===== src/rtl/raster_pkg.sv =====
// Shared encodings for the raster timing generator.
// Assumes a 3-bit wrapping field counter.
package raster_pkg;
    localparam int FIELD_W = 3;

    typedef enum logic [1:0] {
        SP_VSYNC = 2'b00,
        SP_FRAME = 2'b01,
        SP_FSEQ  = 2'b10,
        SP_OFF   = 2'b11
    } sp_mode_e;

    typedef enum logic [1:0] {
        SC_EXT   = 2'b00,
        SC_LINE2 = 2'b01,
        SC_FLD8  = 2'b10,
        SC_FLD4  = 2'b11
    } sc_mode_e;

    // True in the field that starts a field-sequence period (8 or 4 fields).
    function automatic logic seq_field(input logic [FIELD_W-1:0] f, input logic eight);
        return eight ? (f == '0) : (f[1:0] == 2'b00);
    endfunction
endpackage


===== src/rtl/raster_trig.sv =====
// Trigger synchroniser: two flops bring trig_in into the clock domain,
// a third stage detects the rising edge, and a pending flag holds an
// edge seen while pix_en is low. Assumes trig_in is asynchronous.
module raster_trig (
    input  logic clk,
    input  logic rst_n,
    input  logic trig_in,
    input  logic pix_en,
    output logic load_req
);
    logic s1_q, s2_q, s3_q, pend_q;
    logic rise;

    assign rise     = s2_q & ~s3_q;
    assign load_req = rise | pend_q;

    // Synchroniser chain and edge-history flop.
    always_ff @(posedge clk) begin
        if (!rst_n) begin
            s1_q <= 1'b0;
            s2_q <= 1'b0;
            s3_q <= 1'b0;
        end else begin
            s1_q <= trig_in;
            s2_q <= s1_q;
            s3_q <= s2_q;
        end
    end

    // Holds a detected edge until a pixel-enabled clock consumes it.
    always_ff @(posedge clk) begin
        if (!rst_n) pend_q <= 1'b0;
        else        pend_q <= load_req & ~pix_en;
    end


    rise_once_chk: assert property (@(posedge clk) disable iff (!rst_n)
        rise |=> !rise);

    pend_keep_chk: assert property (@(posedge clk) disable iff (!rst_n)
        (load_req && !pix_en) |=> load_req);
endmodule


===== src/rtl/raster_count.sv =====
// Horizontal, frame-line and field counters. Counts on pix_en, wraps at
// the end of line and frame chosen by short_line, and preloads from the
// trigger phases on load_req. Assumes vtrig/2+1 is below the frame length.
module raster_count #(
    parameter int HW       = 11,
    parameter int VW       = 10,
    parameter int TW       = 5,
    parameter int H_SHORT  = 1716,
    parameter int H_LONG   = 1728,
    parameter int F1_SHORT = 263,
    parameter int F2_SHORT = 262,
    parameter int F1_LONG  = 313,
    parameter int F2_LONG  = 312
) (
    input  logic                             clk,
    input  logic                             rst_n,
    input  logic                             pix_en,
    input  logic                             load_req,
    input  logic                             short_line,
    input  logic [HW-1:0]                    htrig,
    input  logic [TW-1:0]                    vtrig,
    output logic [HW-1:0]                    h_q,
    output logic [VW-1:0]                    v_q,
    output logic [raster_pkg::FIELD_W-1:0]   f_q
);
    localparam int FR_SHORT = F1_SHORT + F2_SHORT;
    localparam int FR_LONG  = F1_LONG + F2_LONG;

    logic [HW-1:0] h_last, h_half, h_clamp, h_ld, h_nx;
    logic [HW:0]   h_sum;
    logic [VW-1:0] v_last, f2_start, v_ld, v_nx;
    logic [VW:0]   v_sum;
    logic          carry, h_end, v_end, fstart;

    // Line and frame limits for the selected standard.
    always_comb begin
        h_last   = short_line ? HW'(H_SHORT - 1) : HW'(H_LONG - 1);
        h_half   = short_line ? HW'(H_SHORT / 2) : HW'(H_LONG / 2);
        v_last   = short_line ? VW'(FR_SHORT - 1) : VW'(FR_LONG - 1);
        f2_start = short_line ? VW'(F1_SHORT) : VW'(F1_LONG);
    end

    // Preload position from horizontal phase plus half-line vertical phase.
    always_comb begin
        h_clamp = (htrig > h_last) ? h_last : htrig;
        h_sum   = {1'b0, h_clamp} + (vtrig[0] ? {1'b0, h_half} : '0);
        carry   = h_sum > {1'b0, h_last};
        h_ld    = carry ? HW'(h_sum - ({1'b0, h_last} + 1'b1)) : h_sum[HW-1:0];
        v_sum   = (VW+1)'(vtrig[TW-1:1]) + (VW+1)'(carry);
        v_ld    = (v_sum > {1'b0, v_last}) ? VW'(v_sum - ({1'b0, v_last} + 1'b1))
                                           : v_sum[VW-1:0];
    end

    // Free-running next position and field-start detection.
    always_comb begin
        h_end  = h_q >= h_last;
        v_end  = v_q >= v_last;
        h_nx   = h_end ? '0 : h_q + 1'b1;
        v_nx   = h_end ? (v_end ? '0 : v_q + 1'b1) : v_q;
        fstart = h_end && ((v_nx == '0) || (v_nx == f2_start));
    end

    // Counter state update on each pixel enable.
    always_ff @(posedge clk) begin
        if (!rst_n) begin
            h_q <= '0;
            v_q <= '0;
            f_q <= '0;
        end else if (pix_en) begin
            if (load_req) begin
                h_q <= h_ld;
                v_q <= v_ld;
            end else begin
                h_q <= h_nx;
                v_q <= v_nx;
                if (fstart) f_q <= f_q + 1'b1;
            end
        end
    end


    line_wrap_chk: assert property (@(posedge clk) disable iff (!rst_n)
        (pix_en && !load_req && h_q == h_last) |=> h_q == '0);

    hold_chk: assert property (@(posedge clk) disable iff (!rst_n)
        !pix_en |=> ($stable(h_q) && $stable(v_q) && $stable(f_q)));

    frame_wrap_chk: assert property (@(posedge clk) disable iff (!rst_n)
        (pix_en && !load_req && h_q == h_last && v_q == v_last)
        |=> (v_q == '0 && f_q == raster_pkg::FIELD_W'($past(f_q) + 1'b1)));

    preload_chk: assert property (@(posedge clk) disable iff (!rst_n)
        (pix_en && load_req && !vtrig[0] && htrig <= h_last) |=> h_q == $past(htrig));
endmodule


===== src/rtl/raster_decode.sv =====
// Decodes counter state into line start, field identity, vertical
// blanking and the selectable sync output. Purely combinational;
// assumes v_line is inside the frame of the selected standard.
module raster_decode
    import raster_pkg::*;
#(
    parameter int HW       = 11,
    parameter int VW       = 10,
    parameter int F1_SHORT = 263,
    parameter int F1_LONG  = 313,
    parameter int VS_LINES = 3,
    parameter int VB_SHORT = 20,
    parameter int VB_LONG  = 25
) (
    input  logic                 clk,
    input  logic                 rst_n,
    input  logic [HW-1:0]        h_q,
    input  logic [VW-1:0]        v_q,
    input  logic [FIELD_W-1:0]   f_q,
    input  logic                 short_line,
    input  logic                 pal_seq,
    input  logic [1:0]           sync_mode,
    input  logic                 blank_std,
    input  logic [VW-1:0]        first_act,
    input  logic [VW-1:0]        last_act,
    output logic [VW-1:0]        fld_line,
    output logic                 line_start,
    output logic                 field_id,
    output logic                 vblank,
    output logic                 sync_port
);
    logic [VW-1:0] f2_start, vb_end;
    logic          vs;

    // Line within the current field and field identity.
    always_comb begin
        f2_start   = short_line ? VW'(F1_SHORT) : VW'(F1_LONG);
        field_id   = v_q >= f2_start;
        fld_line   = field_id ? v_q - f2_start : v_q;
        line_start = h_q == '0;
        vs         = fld_line < VW'(VS_LINES);
    end

    // Vertical blanking from the programmed window or the fixed interval.
    always_comb begin
        vb_end = short_line ? VW'(VB_SHORT) : VW'(VB_LONG);
        if (blank_std) vblank = fld_line < vb_end;
        else           vblank = (fld_line < first_act) || (fld_line > last_act);
    end

    // Sync output selector.
    always_comb begin
        case (sp_mode_e'(sync_mode))
            SP_VSYNC: sync_port = vs;
            SP_FRAME: sync_port = field_id;
            SP_FSEQ:  sync_port = vs && seq_field(f_q, pal_seq);
            default:  sync_port = 1'b0;
        endcase
    end


    off_mode_chk: assert property (@(posedge clk) disable iff (!rst_n)
        (sync_mode == 2'b11) |-> !sync_port);

    fseq_sub_chk: assert property (@(posedge clk) disable iff (!rst_n)
        (sync_mode == 2'b10 && sync_port) |-> fld_line < VW'(VS_LINES));

    std_blank_chk: assert property (@(posedge clk) disable iff (!rst_n)
        (blank_std && fld_line == '0) |-> vblank);
endmodule


===== src/rtl/raster_scr.sv =====
// Colour-subcarrier phase-reset scheduler: external request, every
// second line, or the start of every eighth or fourth field.
// Assumes the field counter wraps through all eight values.
module raster_scr
    import raster_pkg::*;
#(
    parameter int HW = 11,
    parameter int VW = 10
) (
    input  logic                 clk,
    input  logic                 rst_n,
    input  logic [HW-1:0]        h_q,
    input  logic [VW-1:0]        v_q,
    input  logic [VW-1:0]        fld_line,
    input  logic [FIELD_W-1:0]   f_q,
    input  logic [1:0]           scr_mode,
    input  logic                 ext_rst_en,
    input  logic                 ext_rst_req,
    output logic                 scr_reset
);
    logic at_fstart;

    // Schedule selector for the reset pulse.
    always_comb begin
        at_fstart = (h_q == '0) && (fld_line == '0);
        case (sc_mode_e'(scr_mode))
            SC_EXT:   scr_reset = ext_rst_req & ext_rst_en;
            SC_LINE2: scr_reset = (h_q == '0) && !v_q[0];
            SC_FLD8:  scr_reset = at_fstart && seq_field(f_q, 1'b1);
            default:  scr_reset = at_fstart && seq_field(f_q, 1'b0);
        endcase
    end


    scr_align_chk: assert property (@(posedge clk) disable iff (!rst_n)
        (scr_mode != 2'b00 && scr_reset) |-> h_q == '0);

    scr_gate_chk: assert property (@(posedge clk) disable iff (!rst_n)
        (scr_mode == 2'b00 && !ext_rst_en) |-> !scr_reset);
endmodule


===== src/rtl/raster_timer.sv =====
// Top of the raster timing generator: trigger synchroniser, counters,
// timing decode and subcarrier reset scheduler. Assumes all settings
// are quasi-static and a reset follows any change of short_line.
module raster_timer #(
    parameter int HW       = 11,
    parameter int VW       = 10,
    parameter int H_SHORT  = 1716,
    parameter int H_LONG   = 1728,
    parameter int F1_SHORT = 263,
    parameter int F2_SHORT = 262,
    parameter int F1_LONG  = 313,
    parameter int F2_LONG  = 312,
    parameter int VS_LINES = 3,
    parameter int VB_SHORT = 20,
    parameter int VB_LONG  = 25
) (
    input  logic          clk,
    input  logic          rst_n,
    input  logic          pix_en,
    input  logic          trig_in,
    input  logic          short_line,
    input  logic          pal_seq,
    input  logic [HW-1:0] htrig,
    input  logic [4:0]    vtrig,
    input  logic [1:0]    sync_mode,
    input  logic [1:0]    scr_mode,
    input  logic          ext_rst_en,
    input  logic          ext_rst_req,
    input  logic          blank_std,
    input  logic [VW-1:0] first_act,
    input  logic [VW-1:0] last_act,
    output logic [HW-1:0] h_pos,
    output logic [VW-1:0] v_line,
    output logic          line_start,
    output logic          field_id,
    output logic          vblank,
    output logic          sync_port,
    output logic          scr_reset
);
    logic                               load_req;
    logic [raster_pkg::FIELD_W-1:0]     f_q;
    logic [VW-1:0]                      fld_line;

    raster_trig u_trig (
        .clk(clk), .rst_n(rst_n), .trig_in(trig_in),
        .pix_en(pix_en), .load_req(load_req)
    );

    raster_count #(
        .HW(HW), .VW(VW), .TW(5),
        .H_SHORT(H_SHORT), .H_LONG(H_LONG),
        .F1_SHORT(F1_SHORT), .F2_SHORT(F2_SHORT),
        .F1_LONG(F1_LONG), .F2_LONG(F2_LONG)
    ) u_count (
        .clk(clk), .rst_n(rst_n), .pix_en(pix_en), .load_req(load_req),
        .short_line(short_line), .htrig(htrig), .vtrig(vtrig),
        .h_q(h_pos), .v_q(v_line), .f_q(f_q)
    );

    raster_decode #(
        .HW(HW), .VW(VW), .F1_SHORT(F1_SHORT), .F1_LONG(F1_LONG),
        .VS_LINES(VS_LINES), .VB_SHORT(VB_SHORT), .VB_LONG(VB_LONG)
    ) u_decode (
        .clk(clk), .rst_n(rst_n), .h_q(h_pos), .v_q(v_line), .f_q(f_q),
        .short_line(short_line), .pal_seq(pal_seq), .sync_mode(sync_mode),
        .blank_std(blank_std), .first_act(first_act), .last_act(last_act),
        .fld_line(fld_line), .line_start(line_start), .field_id(field_id),
        .vblank(vblank), .sync_port(sync_port)
    );

    raster_scr #(.HW(HW), .VW(VW)) u_scr (
        .clk(clk), .rst_n(rst_n), .h_q(h_pos), .v_q(v_line),
        .fld_line(fld_line), .f_q(f_q), .scr_mode(scr_mode),
        .ext_rst_en(ext_rst_en), .ext_rst_req(ext_rst_req),
        .scr_reset(scr_reset)
    );


    reset_state_chk: assert property (@(posedge clk)
        !rst_n |=> (h_pos == '0 && v_line == '0 && !field_id));
endmodule


===== config.mk =====
export PLATFORM = sky130hd
export DESIGN_NAME = raster_timer
export DESIGN_NICKNAME = d
export VERILOG_FILES = /design/src/rtl/raster_pkg.sv /design/src/rtl/raster_trig.sv /design/src/rtl/raster_count.sv /design/src/rtl/raster_decode.sv /design/src/rtl/raster_scr.sv /design/src/rtl/raster_timer.sv
export SDC_FILE = /design/constraint.sdc
export NUM_CORES = 1
export LEC_CHECK = 0
export BUFFER_PORTS_ARGS = -buffer_cell sky130_fd_sc_hd__buf_4
export CORE_MARGIN = 1.5
export CORE_UTILIZATION = 40
export DETAILED_ROUTE_END_ITERATION = 6
export HOLD_SLACK_MARGIN = 0.03
export PLACE_DENSITY = 0.65
export SKIP_LAST_GASP = 1
export SYNTH_ARGS = -nofsm -noshare
export SYNTH_HDL_FRONTEND = slang
export SYNTH_SLANG_ARGS = --single-unit

===== constraint.sdc =====
create_clock -name clk -period 12.6 [get_ports clk]
set_input_delay 1.89 -clock clk [delete_from_list [all_inputs] [get_ports clk]]
set_output_delay 1.89 -clock clk [all_outputs]
set_load 0.05 [all_outputs]

Yosys cells after proc, flatten, opt, wreduce, memory -nomap -nowiden
Cells that the tools add are included.
{"block": "word_totals", "ff_bits": 28, "elab_cells": 75}
{"block": "op_classes", "addsub": 10, "n_lt_le_gt_ge": 10, "eq_ne": 5, "muxes": 19, "n_bitwise": 7, "reduce_logical": 17}
{"operator": "11-bit two-way mux", "n": 5}
{"operator": "10-bit two-way mux", "n": 5}
{"operator": "11-bit by 1-bit adder with 11-bit output (second input constant)", "n": 2}
{"operator": "10-bit by 1-bit adder with 10-bit output (second input constant)", "n": 2}
{"operator": "10-bit zero test", "n": 2}
{"operator": "10-bit less-than comparator", "n": 2}
{"operator": "11-bit by 11-bit adder with 12-bit output", "n": 1}
{"operator": "12-bit by 11-bit > comparator with 1-bit output", "n": 1}
{"operator": "6-bit two-way mux", "n": 2}
{"operator": "11-bit >= comparator", "n": 1}
{"operator": "11-bit by 10-bit > comparator with 1-bit output", "n": 1}
{"operator": "11-bit > comparator", "n": 1}
{"operator": "11-bit zero test", "n": 1}
{"operator": "11-bit subtractor", "n": 1}
{"operator": "10-bit == test", "n": 1}
{"operator": "10-bit >= comparator", "n": 1}
{"operator": "10-bit by 9-bit >= comparator with 1-bit output", "n": 1}
{"operator": "10-bit > comparator", "n": 1}
{"operator": "10-bit by 2-bit less-than comparator with 1-bit output (second input constant)", "n": 1}
{"operator": "10-bit subtractor", "n": 1}
{"operator": "10-bit by 9-bit subtractor with 10-bit output", "n": 1}
{"operator": "4-bit two-way mux", "n": 2}
{"operator": "7-bit two-way mux", "n": 1}
{"operator": "1-bit logical AND", "n": 6}
{"operator": "14 further kinds", "n": 25}

Depth between registers and ports, before layout
{"block": "logic_depth", "word_depth": 9, "mapped_depth": 23, "mapped_depth_nobuf": 22}

By module
From an unflattened synthesis, not the netlist that was laid out.
{"block": "hier_totals", "cells_unflattened": 549, "area_unflattened_um2": 4097.7}
{"mod": "raster_count", "n_inst": 1, "cells_per_inst": 371, "area_per_inst_um2": 2795.2, "seq_area_each_um2": 480.5}
{"mod": "raster_decode", "n_inst": 1, "cells_per_inst": 152, "area_per_inst_um2": 1074.8, "seq_area_each_um2": 0.0}
{"mod": "raster_trig", "n_inst": 1, "cells_per_inst": 11, "area_per_inst_um2": 133.9, "seq_area_each_um2": 80.1}
{"mod": "raster_scr", "n_inst": 1, "cells_per_inst": 15, "area_per_inst_um2": 93.8, "seq_area_each_um2": 0.0}

Worst setup path after synthesis
No wires, ideal clock.
{"block": "synth_path", "kind": "input to output", "startpoint": "input port short_line", "endpoint": "output port vblank", "t_arrival_ns": 6.040, "t_required_ns": 10.710, "path_slack_ns": 4.670, "path_stages": 21, "path_buffers": 1, "path_cell_list": "clkbuf_1 -> inv_1 -> ha_1 -> ha_1 -> nand2b_1 -> a21oi_1 -> o21ba_1 -> o211ai_1 -> a21oi_1 -> inv_1 -> mux2i_1 -> inv_1 -> ha_1 -> a21o_1 -> a21o_1 -> a21o_1 -> a21oi_1 -> nor2_1 -> a211oi_1 -> a221oi_1 -> a21oi_1"}
{"block": "synth_between", "elab_chain_len": 6}
{"item": "start: declaration", "line": "raster_timer.sv:21", "source": "input logic short_line,"}
{"item": "6-bit two-way mux (*)", "line": "raster_decode.sv:37", "source": "f2_start = short_line ? VW'(F1_SHORT) : VW'(F1_LONG);"}
{"item": "10-bit by 9-bit >= comparator with 1-bit output (*)", "line": "raster_decode.sv:38", "source": "field_id = v_q >= f2_start;"}
{"item": "via field_id", "line": "raster_timer.sv:35", "source": "output logic field_id,"}
{"item": "10-bit two-way mux (*)", "line": "raster_decode.sv:39", "source": "fld_line = field_id ? v_q - f2_start : v_q;"}
{"item": "10-bit less-than comparator or 10-bit > comparator (tied branches)", "line": "raster_decode.sv:48", "source": "else vblank = (fld_line < first_act) || (fld_line > last_act);"}
{"item": "1-bit logical OR", "line": "raster_decode.sv:48"}
{"item": "1-bit two-way mux (*)", "line": "raster_decode.sv:47", "source": "if (blank_std) vblank = fld_line < vb_end;"}
{"item": "end: declaration", "line": "raster_timer.sv:36", "source": "output logic vblank,"}
The timed path passes the listed nets; every way through them passes the cells marked *.

Final worst setup path
{"block": "layout_path", "startpoint": "input port short_line", "endpoint": "output port vblank"}
{"block": "layout_between", "elab_chain_len": 6}
{"item": "6-bit two-way mux", "line": "raster_decode.sv:37"}
{"item": "10-bit by 9-bit subtractor with 10-bit output or 10-bit by 9-bit >= comparator with 1-bit output (tied branches)", "line": "raster_decode.sv:39, raster_decode.sv:38"}
{"item": "10-bit two-way mux", "line": "raster_decode.sv:39"}
{"item": "10-bit less-than comparator or 10-bit > comparator (tied branches)", "line": "raster_decode.sv:48"}
{"item": "1-bit logical OR", "line": "raster_decode.sv:48"}
{"item": "1-bit two-way mux (*)", "line": "raster_decode.sv:47"}
Every way passes the cells marked *; elsewhere a longest branch is shown, timed or not.

==> out/summary.txt <==
Critical path class - primary input to output pin
Synthesized instance count - 595
Clock Skew - 0.009030 ns
Leak - 2.214 nW
Final setup vio count - 0
EDFF count, synth - 0
Unrepaired setup endpoints after global routing - false
Antenna-violating nets left - 0
Post-synthesis sequential area ratio - 12.97%
Layout Cells excl Fill - 782
1st-iter DRT viols - 175
Most common cell after layout, fill and taps aside - buf_4
CP peak stage delay - 0.66 ns
Share of layout cells above drive strength 1 - 16.56%
Rel. slew slack - 39.99%
Port buffer count - 74
Max_cap viols - 0
Nets - 750
Pin count of the biggest net entering global routing - 33
Die area - 11,440 um^2
Ys flop type - dfxtp_1
Global-route wire length before repair - 21.20 mm
H-tree depth - 1
Cell taking the most area after synthesis - ha_1
Maximum clock frequency - 118.2 MHz
WP data required - 10.71 ns
Largest cells by area after synthesis - ha_1 15%, dfxtp_1 13%, nand2_1 4.7%
# DRC - 0
Post-DP HPWL - 9.936 mm
Unique masters post-synth - 78
Max Root-Sink Buffers - 2
Tcrit/Tclk final - 67.16%
Syn Nets - 698
Final worst slack - 4.138 ns
Cell mode on critical path - a21oi_1
Number of global-route vias before repair - 4,498
Final GP Congestion - 0.8671
Vias - 4,628
Total CTS buffers - 3
Design area - 5009 um^2
Postcts setup bufs - 0
Post-CTS Resized - 0
Post-Place Cells - 778
Rows - 37
GRT Util Overall - 22.47%
Startpoint Class - primary input
Root Driver - clkbuf_8
Clock Sinks - 28
Post-synth ARST share - 0%
Worst path cell trace - buf_4 > inv_1 > ha_1 > ha_1 > nand2b_1 > a21oi_1 > o21ba_1 > o211ai_1 > a21oi_1 > inv_1 > mux2i_1 > ha_1 > nor2b_1 > o21ai_0 > nand2b_1 > a21oi_1 > o21ai_0 > a31oi_1 > o21ai_0 > a221oi_1 > a21oi_1 > buf_4
Hold Crit Class - flop to flop
Ys Warns - 0
Power Total - 0.0003349 W
Chip Width - 107.0 um
Synth Cell Area - 4323 um^2
Wire length per cell - 16.09 um
Initial Util - 41.50%
Clk slew on worst S/H paths - 0.11 ns
Syn avg cell area - 7.265 um^2
Hold Violations, Final - 0
CTS tree - built
Period minus WS final - 8.462 ns
DR pass1 iterations - 5
CP max FO - 23
Yosys reg bits - 28
Final slew viol count - 0
Peak VDD IR - 0.04755 mV
Post-Route WL - 12.58 mm
Total grt overflow - 0
Insertion delay to the later sink of the worst-skew pair - 0.28 ns
Antenna fix cells - 0
Die height - 107.0 um
Drt via density - 5.918
CP max stage cell - a21oi_1
Most frequent cells in the layout - 75 x buf_4, 54 x nand2_1, 52 x ha_1, 47 x inv_1
Core footprint - 10,420 um^2
Total Neg Setup Slack - 0 ns
CP endpoint kind - output pin
Top-area cell type share of the netlist area - 15.05%
Dpl ws - 4.176 ns
Initial antenna violation count - 0
Hold_buf cts - 0
Status - complete, no violations
Placed instance area - 4937 um^2
Io pins - 75
Syn-to-layout area delta - 15.86%
Worst-Margin Slew - 0.8908 ns
Power Dens Cells - 66.87 nW/um^2
WP data arrival - 6.57 ns
## flip-flops by register name, indices dropped and copies added (netlist names)
name,count
u_count.h_q,11
u_count.v_q,10
u_count.f_q,3
u_trig.pend_q,1
u_trig.s1_q,1
u_trig.s2_q,1
u_trig.s3_q,1
## critical path: cells and delay by family
family | cells | cell delay, ns
AOI/OAI and AO/OA | 11 | 2.10
buffers and inverters | 4 | 0.94
muxes | 1 | 0.41
adders and majority gates | 3 | 0.86
and+or+nand+nor | 3 | 0.35
## metrics by stage
step	util (%)	hold WS [ns]
finish	48.08	0.4495
CTS	48.08	0.4508
global route	48.08	0.4614
global placement	47.40	0.4217
floorplan	-	0.4119
detailed placement	47.40	0.4226
## per-layer routing
metal | wire length, um | up-vias | global-route usage (%)
li1 | - | 2311 | -
met1 | 5714 | 2165 | 28.24
met2 | 6074 | 130 | 40.16
met3 | 548 | 22 | 2.614
met4 | 244 | 0 | 6.476
met5 | 0 | - | 0
## final timing paths
path                   from              to  slack [ns]  cells past startpoint
max              short_line          vblank        4.14                     22
min reg2reg     u_trig.s1_q     u_trig.s2_q        0.45                      1
min             u_trig.s1_q     u_trig.s2_q        0.45                      1
max reg2reg  u_count.v_q[0]  u_count.f_q[2]        9.07                     11
## cells in the mapped netlist (all sizes together), types with 3 or more instances
| library cell | number |
|---|---|
| a221oi | 4 |
| o211ai | 12 |
| buf | 6 |
| clkbuf | 22 |
| nand2b | 12 |
| a2111oi | 3 |
| nor2 | 39 |
| nor2b | 14 |
| xor2 | 4 |
| a21o | 13 |
| ha | 52 |
| o21a | 3 |
| o21ai | 41 |
| inv | 47 |
| nor3b | 4 |
| o31ai | 8 |
| and4 | 3 |
| nand2 | 55 |
| a211oi | 10 |
| o2111ai | 3 |
| a21oi | 42 |
| mux2i | 8 |
| dfxtp | 28 |
| or3 | 5 |
| a22oi | 4 |
| and3 | 5 |
| or4 | 3 |
| nor4 | 6 |
| xnor2 | 8 |
| o221ai | 3 |
| o21bai | 4 |
| nor3 | 23 |
| mux2 | 5 |
| nand3 | 26 |
| and2 | 11 |
| a31oi | 7 |
| nand4 | 11 |
| or2 | 6 |
## report_power, final
part	leakage [nW]	internal, W	switching [W]
sequential	0.228	0.0000925	0.00000888
clock	0.0357	0.0000426	0.0000304
combinational	1.95	0.0000620	0.0000986
## logic make-up after synthesis
| logic type | synth area share, % |
|---|---|
| and+or+nand+nor | 27.35 |
| AOI/OAI and AO/OA | 31.29 |
| buffers and inverters | 6.831 |
| adders and majority gates | 15.98 |
| DFF | 12.97 |
| muxes | 3.155 |
| xor gates and xnor gates | 2.431 |
## cell type report
class                   count  area, um^2
inverters                  47       176.4
flip-flops and latches     28       560.5
repair buffers             75       563.0
multi-input cells         492        3467
well taps                 136       170.2
clock inverters             1       30.03
fillers                  1069        5408
clock buffers               3       41.29
(Power assumes the default switching activity.)
